--- config.mk ---
export PLATFORM = sky130hd
export DESIGN_NAME = vid_status_port
export DESIGN_NICKNAME = d
export VERILOG_FILES = /design/src/rtl/vstat_pkg.sv /design/src/rtl/hblank_detect.sv /design/src/rtl/fifo_flags.sv /design/src/rtl/cmd_pending_fsm.sv /design/src/rtl/hv_latch_unit.sv /design/src/rtl/vid_status_port.sv
export SDC_FILE = /design/constraint.sdc
export NUM_CORES = 1
export LEC_CHECK = 0
export BUFFER_PORTS_ARGS = -buffer_cell sky130_fd_sc_hd__buf_2
export CORE_MARGIN = 5
export CORE_UTILIZATION = 36
export CTS_CLUSTER_SIZE = 16
export DETAILED_ROUTE_END_ITERATION = 8
export PLACE_DENSITY = 0.83
export REMOVE_ABC_BUFFERS = 1
export SETUP_SLACK_MARGIN = 0.3
export SYNTH_ARGS = -nofsm -noshare
export SYNTH_HDL_FRONTEND = slang
export SYNTH_SLANG_ARGS = --single-unit
--- constraint.sdc ---
create_clock -name clk -period 1.45 [get_ports clk]
set_input_delay 0.0725 -clock clk [delete_from_list [all_inputs] [get_ports clk]]
set_output_delay 0.0725 -clock clk [all_outputs]
set_load 0.05 [all_outputs]
--- src/rtl/vstat_pkg.sv ---
package vstat_pkg;
    // Status bit positions decoded by software.
    localparam int SB_EMPTY = 9;
    localparam int SB_FULL  = 8;
    localparam int SB_HBLK  = 2;

    typedef enum logic {CMD_IDLE, CMD_HALF} cmd_state_t;
    typedef enum logic {HV_LIVE, HV_HELD} hv_state_t;
endpackage

--- src/rtl/hblank_detect.sv ---
module hblank_detect #(
    parameter int CYC_W      = 9,
    parameter int WIDE_OFF   = 32,
    parameter int WIDE_LEN   = 94,
    parameter int NARROW_OFF = 40,
    parameter int NARROW_LEN = 84
) (
    input  logic [CYC_W-1:0] line_cycle,
    input  logic             wide_mode,
    output logic             hblank
);
    localparam int REL_W = CYC_W + 1;

    logic [REL_W-1:0] off_sel;
    logic [REL_W-1:0] len_sel;
    logic [REL_W-1:0] rel;

    always_comb begin
        off_sel = wide_mode ? REL_W'(WIDE_OFF) : REL_W'(NARROW_OFF);
        len_sel = wide_mode ? REL_W'(WIDE_LEN) : REL_W'(NARROW_LEN);
        rel     = {1'b0, line_cycle} - off_sel;
        hblank  = ({1'b0, line_cycle} >= off_sel) && (rel < len_sel);
    end
endmodule

--- src/rtl/fifo_flags.sv ---
module fifo_flags #(
    parameter int CNT_W      = 4,
    parameter int FULL_LEVEL = 4
) (
    input  logic             clk,
    input  logic             rst_n,
    input  logic             dma_busy,
    input  logic [CNT_W-1:0] pending,
    output logic             flag_empty,
    output logic             flag_full
);
    localparam logic [CNT_W-1:0] FULL_AT = CNT_W'(FULL_LEVEL);

    always_comb begin
        if (dma_busy) begin
            flag_empty = 1'b1;
            flag_full  = 1'b0;
        end else begin
            flag_empty = (pending == '0);
            flag_full  = (pending >= FULL_AT);
        end
    end


    flags_excl_chk: assert property (@(posedge clk) disable iff (!rst_n)
        !(flag_empty && flag_full));


    dma_empty_chk: assert property (@(posedge clk) disable iff (!rst_n)
        dma_busy |-> (flag_empty && !flag_full));
endmodule

--- src/rtl/cmd_pending_fsm.sv ---
module cmd_pending_fsm
    import vstat_pkg::*;
(
    input  logic clk,
    input  logic rst_n,
    input  logic first_wr,
    input  logic status_rd,
    output logic pending
);
    cmd_state_t state_q, state_d;

    always_ff @(posedge clk) begin
        if (!rst_n) state_q <= CMD_IDLE;
        else        state_q <= state_d;
    end

    always_comb begin
        state_d = state_q;
        unique case (state_q)
            CMD_IDLE: if (first_wr)                state_d = CMD_HALF;
            CMD_HALF: if (status_rd && !first_wr)  state_d = CMD_IDLE;
            default:                               state_d = CMD_IDLE;
        endcase
    end

    always_comb pending = (state_q == CMD_HALF);


    cmd_clear_chk: assert property (@(posedge clk) disable iff (!rst_n)
        (status_rd && !first_wr) |=> !pending);


    cmd_set_chk: assert property (@(posedge clk) disable iff (!rst_n)
        first_wr |=> pending);
endmodule

--- src/rtl/hv_latch_unit.sv ---
module hv_latch_unit
    import vstat_pkg::*;
#(
    parameter int CNT_W = 8
) (
    input  logic               clk,
    input  logic               rst_n,
    input  logic               latch_en,
    input  logic [CNT_W-1:0]   hcount,
    input  logic [CNT_W-1:0]   vcount,
    output logic [2*CNT_W-1:0] hv_word
);
    localparam int HV_W = 2 * CNT_W;

    hv_state_t        state_q, state_d;
    logic [HV_W-1:0]  held_q;
    logic [HV_W-1:0]  live_val;
    logic             capture;

    always_comb live_val = {vcount, hcount};

    always_ff @(posedge clk) begin
        if (!rst_n) begin
            state_q <= HV_LIVE;
            held_q  <= '0;
        end else begin
            state_q <= state_d;
            if (capture) held_q <= live_val;
        end
    end

    always_comb begin
        state_d = state_q;
        capture = 1'b0;
        unique case (state_q)
            HV_LIVE: if (latch_en) begin
                state_d = HV_HELD;
                capture = 1'b1;
            end
            HV_HELD: if (!latch_en) state_d = HV_LIVE;
            default: state_d = HV_LIVE;
        endcase
    end

    always_comb hv_word = (latch_en && state_q == HV_HELD) ? held_q : live_val;


    hv_hold_chk: assert property (@(posedge clk) disable iff (!rst_n)
        latch_en |=> (!latch_en || $stable(hv_word)));
endmodule

--- src/rtl/vid_status_port.sv ---
module vid_status_port
    import vstat_pkg::*;
#(
    parameter int CYC_W      = 9,
    parameter int CNT_W      = 8,
    parameter int FIFO_W     = 4,
    parameter int FULL_LEVEL = 4,
    parameter int SW_W       = 16
) (
    input  logic                clk,
    input  logic                rst_n,
    input  logic [CYC_W-1:0]    line_cycle,
    input  logic                wide_mode,
    input  logic [CNT_W-1:0]    hcount,
    input  logic [CNT_W-1:0]    vcount,
    input  logic                latch_en,
    input  logic                dma_busy,
    input  logic [FIFO_W-1:0]   fifo_pending,
    input  logic [SW_W-1:0]     stat_in,
    input  logic                status_rd,
    input  logic                cmd_first_wr,
    output logic [SW_W-1:0]     status_word,
    output logic [2*CNT_W-1:0]  hv_word,
    output logic                cmd_pending
);
    logic hblank, f_empty, f_full;

    hblank_detect #(.CYC_W(CYC_W)) u_hblank (
        .line_cycle (line_cycle),
        .wide_mode  (wide_mode),
        .hblank     (hblank)
    );

    fifo_flags #(.CNT_W(FIFO_W), .FULL_LEVEL(FULL_LEVEL)) u_flags (
        .clk        (clk),
        .rst_n      (rst_n),
        .dma_busy   (dma_busy),
        .pending    (fifo_pending),
        .flag_empty (f_empty),
        .flag_full  (f_full)
    );

    cmd_pending_fsm u_cmd (
        .clk       (clk),
        .rst_n     (rst_n),
        .first_wr  (cmd_first_wr),
        .status_rd (status_rd),
        .pending   (cmd_pending)
    );

    hv_latch_unit #(.CNT_W(CNT_W)) u_hv (
        .clk      (clk),
        .rst_n    (rst_n),
        .latch_en (latch_en),
        .hcount   (hcount),
        .vcount   (vcount),
        .hv_word  (hv_word)
    );

    always_comb begin
        status_word           = stat_in;
        status_word[SB_EMPTY] = f_empty;
        status_word[SB_FULL]  = f_full;
        status_word[SB_HBLK]  = hblank;
    end
endmodule

==> After elaboration in Yosys (flattened, before gate mapping) <==
Cells that the tools add are included.
W data, S select, Z words.
{ "word_totals": {"regBits": 18, "inputBits": 52, "out_inout_bits": 33, "word_cells": 23} }
{ "op_classes": {"addsub": 1, "n_lt_le_gt_ge": 3, "muxes": 10, "bitwise_logic": 1, "reduce_logical": 5} }
{ "ops": {"columns": ["cell", "count"], "rows": [
  ["$mux W16", 1],
  ["$ge A9 B10 Y1", 1],
  ["$lt A10 B10 Y1", 1],
  ["$sub A9 B10 Y10", 1],
  ["$mux W4", 2],
  ["$mux W1", 6],
  ["$ge A4 B3 Y1 const B", 1],
  ["$logic_not A4 Y1", 1],
  ["$logic_and A1 B1 Y1", 3],
  ["$pmux W1 S2", 1],
  ["$logic_not A1 Y1", 1],
  ["$not A1 Y1", 1]
]} }

==> Longest topological paths before layout <==
{ "logic_depth": {"depth_word": 4, "depth_mapped": 8, "depth_no_buf": 7} }

==> Hierarchy <==
A second synthesis with hierarchy kept.
{ "hier_totals": {"cells_unflattened": 134, "area_unflattened_um2": 1255.0} }
{ "by_module_without_submodules": {"columns": ["module", "n_inst", "cells_each", "area_each_um2", "seq_area_each_um2"], "rows": [
  ["hv_latch_unit", 1, 91, 905.9, 340.3],
  ["hblank_detect", 1, 20, 166.4, 0.0],
  ["vid_status_port", 1, 16, 120.1, 0.0],
  ["cmd_pending_fsm", 1, 3, 41.3, 20.0],
  ["fifo_flags", 1, 4, 21.3, 0.0]
]} }

==> Worst setup path after synthesis <==
No wires, ideal clock.
{ "synth_path": {"path_type": "input -> output", "from": "input line_cycle[3]", "to": "output status_word[2]", "arrival_time_ns": 1.468, "t_required_ns": 1.378, "path_slack_ns": -0.090, "stages": 7, "path_buffers": 1, "cell_sequence": "inv_1 > ha_1 > ha_1 > or4_1 > o2111ai_1 > o211a_1 > buf_4"} }
{ "synth_between": {"elab_chain_len": 3, "word_cells_on_any_way": 4, "classes_between": "1 x add/sub; 2 x order compare; 1 x reduce/logical"} }
{ "synth_rtl": {"columns": ["item", "line", "source"], "rows": [
  ["start: declaration", "vid_status_port.sv:12", "input logic [CYC_W-1:0] line_cycle,"],
  ["$sub A9 B10 Y10", "hblank_detect.sv:21", "rel = {1'b0, line_cycle} - off_sel;"],
  ["$lt A10 B10 Y1", "hblank_detect.sv:22", "hblank = ({1'b0, line_cycle} >= off_sel) && (rel < len_sel);"],
  ["$logic_and A1 B1 Y1 (*)", "hblank_detect.sv:22", null],
  ["end: declaration", "vid_status_port.sv:22", "output logic [SW_W-1:0] status_word,"]
]} }
Every way passes the cells marked *; elsewhere a longest branch is shown, timed or not.

==> Worst setup path after layout <==
Same ends and word-level chain as after synthesis.

==> qor.tcl <==
set qor(run_status) {finished with violations}
set qor(violations) {setup timing}
set qor(hold_start) {vcount[7]}
set qor(cp_data_required_time_ps) 1380
set qor(timing.final.max_slew_violations) 0
set qor(ys.flop_type) {sky130_fd_sc_hd__dfxtp_1}
set qor(synth_area_um2) 1160
set qor(cts.path.max_buffers) 2
set qor(insertedDiodeCount) 0
set qor(number_of_synthesized_flops_with_an_enable_pin) 0
set qor(share_of_the_synthesized_netlist_area_taken_by_xor_and_xnor_gates) 0.00755
set qor(setup_crit_end_kind) {primary output}
set qor(yosysWarningCount) 0
set qor(holdPathStages) 3
set qor(synthArstFlopShare) 0
set qor(seq_area_frac_synth) 0.311
set qor(pwr-share-clk) 0.178
set qor(post_synth_and_or_nand_nor_area_fraction) 0.213
set qor(clock-skew-final_ps) 5.51
set qor(clockRootBuffer) {sky130_fd_sc_hd__clkbuf_4}
set qor(syn-mean-instance-area_um2) 8.34
set qor(power.ir.vdd_worst_mv) 0.493
set qor(avgViaCountPerCell) 5.03
set qor(number_of_global_route_vias_before_repair) 1224
set qor(highest_clock_rate_mhz) 631
set qor(gp_congestion) 0.757
set qor(critical_path_peak_fanout) 2
set qor(sequentialPowerShare) 0.402
set qor(nNetsFinal) 246
set qor(area_share_of_fa_ha_maj_cells_after_synthesis) 0.0324
set qor(cts_sinks) 18
set qor(power_switching_uw) 451
set qor(drc) 0
set qor(worst_hold_margin_ps) 22.2
set qor(report.final.setup_viol) 17
set qor(clock_tree_from_tritoncts) {done}
set qor(grt_overflow) 0
set qor(worstSetupStartpoint) {line_cycle[3]}
set qor(fp.dieArea_um2) 4460
set qor(postLayoutCoreUtil) 0.593
set qor(timing.final.crit_share) 1.09
set qor(synthesis.instances) 139
set qor(globalRoute.busiestLayer) {met2}
set qor(setup.worst_path.end) {status_word[2]}
set qor(design.portCount) 85
set qor(netlist.area_leader.share) 0.311
set qor(num-fill-cells) 287
set qor(yosysTopAreaCell) {sky130_fd_sc_hd__dfxtp_1}
set qor(synthToLayoutAreaGrowth_pct) 57.4
set qor(design.core.area_um2) 3080
set qor(powerDensity_nw_per_um2) 734
set qor(grt.met3_usage) 0.0540
set qor(ant_nets) 0
set qor(cp-start-kind) {primary input}
set qor(final.min_clock_period_ps) 1580
set qor(synth_compound_gate_area_share) 0.146
set qor(worstReg2RegStart) {u_hv.state_q$_SDFF_PN0_}
set qor(first_iter_violations) 23
set qor(synth.mux.area_fraction) 0.155
set qor(setup_repair_after_global_routing_missed_its_margin) {true}
set qor(r2r_slack_ps) 360
set qor(number_of_distinct_library_cells_after_synthesis) 28
set qor(grt_util_met1) 0.180
set qor(relSlewSlack) 0.817
set qor(worstRegToRegCells) 5
set qor(grtUsageTotal) 0.163
set qor(die_h_um) 66.8
set qor(wire_per_inst_um) 14.9
set qor(final.setup.tns_ps) -949
set qor(die_w_um) 66.8
set qor(crit-reg2reg-capture) {u_hv.held_q[0]$_SDFFE_PN0P_}
set qor(route.vias.total) 1171
set qor(leakagePower_nw) 0.878
set qor(initial_core_util) 0.377
set qor(maximum_number_of_pins_on_one_net_before_global_route_repair) 19
set qor(globalRouteMet2Util) 0.296
set qor(htree_num_levels) 1
set qor(timing_hold_violations_final) 0
set qor(clkSlewWorstSetupHoldPaths_ps) 100
set qor(synth_area_leaders) {sky130_fd_sc_hd__dfxtp_1 31%, sky130_fd_sc_hd__mux2_2 16%, sky130_fd_sc_hd__nand2_1 11%, sky130_fd_sc_hd__buf_4 10%, sky130_fd_sc_hd__a21boi_0 9.7%}
set qor(drv_cap) 0
set qor(grt_first_pass_wirelength_mm) 5.60
set qor(synth-seq-cells) 18
set qor(netSwitchingFraction) 0.337
set qor(layout-drive-gt1-share) 0.519
set qor(postLayoutSetupSlackWorst_ps) -134
set qor(rows) 20
set qor(pwr-share-comb) 0.419
set qor(cp_data_arrival_time_ps) 1510
set qor(hold_path_class) {primary input to flop}
set qor(io_buffer_count) 54
set qor(antenna_found_initial) 0
set qor(worst-setup-path-type) {primary input to primary output}
set qor(cts_made_buffers) 3
set qor(cellInternalPower_uw) 888
set qor(most_common_cell_after_layout_fill_and_taps_aside) {sky130_fd_sc_hd__buf_2}
set qor(mostFrequentLayoutCells) {35 x sky130_fd_sc_hd__buf_2, 32 x sky130_fd_sc_hd__nand2_1, 17 x sky130_fd_sc_hd__dfxtp_1}
set qor(hpwl_mm) 2.21
set qor(clock_latency_ps) 280
set qor(detail_route.first_pass.iterations) 4
set qor(synth_top_family_by_area) {simple AND/OR/NAND/NOR gates}
set qor(worst_pin_slew_ps) 275
set qor(detail_route.wirelength_mm) 3.48
## worst min path at each step
stage	to	slack, ps
after floorplan	status_word[0]	150
after global placement	status_word[6]	150
after detailed placement	status_word[6]	150
after CTS	u_hv.held_q[10]$_SDFFE_PN0P_	30
after global routing	u_hv.held_q[10]$_SDFFE_PN0P_	20
final	u_hv.held_q[15]$_SDFFE_PN0P_	20
## repair_timing
action	in CTS	in global routing
endpoints found under the hold margin	1	0
endpoints found under the setup margin	17	33
hold buffers	1	0
setup buffers	4	0
resized for setup	75	22
pin swaps	5	4
gates cloned	1	1
## registers in the layout, indices dropped and copies added (netlist names)
signal	count
u_hv.state_q	1
u_cmd.pending	1
u_hv.held_q	16
## layout make-up
| class | count | area, um^2 | share of cell area |
|---|---|---|---|
| flip-flops and latches | 18 | 362 | 0.198 |
| clock buffers | 3 | 22.5 | 0.0123 |
| multi-input cells | 96 | 744 | 0.408 |
| repair buffers | 69 | 626 | 0.343 |
| inverters | 3 | 16.3 | 0.00891 |
| well taps | 44 | 55.1 | 0.0302 |
## cells by family after synthesis
group	after synthesis
AO/OA/AOI/OAI	23
XOR/XNOR	1
adder cells (fa/ha/maj)	3
buffers and inverters	25
flip-flops	18
multiplexers	16
AND/OR/NAND/NOR	53
## synthesized netlist by cell type, types with 2 or more instances
library cell                n
sky130_fd_sc_hd__nor2b_1    4
sky130_fd_sc_hd__a21oi_1    2
sky130_fd_sc_hd__a21boi_0  15
sky130_fd_sc_hd__mux2_2    16
sky130_fd_sc_hd__inv_1      3
sky130_fd_sc_hd__nand2_1   33
sky130_fd_sc_hd__buf_4     16
sky130_fd_sc_hd__clkbuf_1   3
sky130_fd_sc_hd__ha_1       3
sky130_fd_sc_hd__buf_2      3
sky130_fd_sc_hd__nand2b_1   2
sky130_fd_sc_hd__dfxtp_1   18
sky130_fd_sc_hd__nor2_1     6
## metrics by stage
stage / instances / setup WS (ps) / power, mW / cell area, um^2
final: 233 / -134 / 1.34 / 1830
after global routing: 233 / -172 / 1.40 / 1830
after CTS: 232 / -181 / 1.32 / 1790
after detailed placement: 223 / -333 / 0.953 / 1420
after global placement: 223 / -296 / 0.945 / 1420
after floorplan: 117 / -183 / 0.809 / 1010
## metal layers
metal  up-vias  part of all wire
met1       544              0.38
met2        74              0.50
met5         -                 0
li1        551                 -
met4         0            0.0037
met3         2              0.11
## power groups by stage
stage          clock network (mW)  logic (mW)  registers, mW
2_1_floorplan                   0       0.260          0.549
3_3_place_gp                    0       0.399          0.546
3_5_place_dp                    0       0.406          0.547
4_1_cts                     0.240       0.539          0.537
5_1_grt                     0.262       0.599          0.542
6_report                    0.239       0.562          0.539
## worst max-delay path: stages
cell	delay [ps]
sky130_fd_sc_hd__buf_6	80
sky130_fd_sc_hd__inv_4	30
sky130_fd_sc_hd__ha_4	240
sky130_fd_sc_hd__and3b_1	170
sky130_fd_sc_hd__or4b_1	500
sky130_fd_sc_hd__nand3_1	90
sky130_fd_sc_hd__o211a_1	170
sky130_fd_sc_hd__buf_6	160
Power figures use the tool's default switching activity.
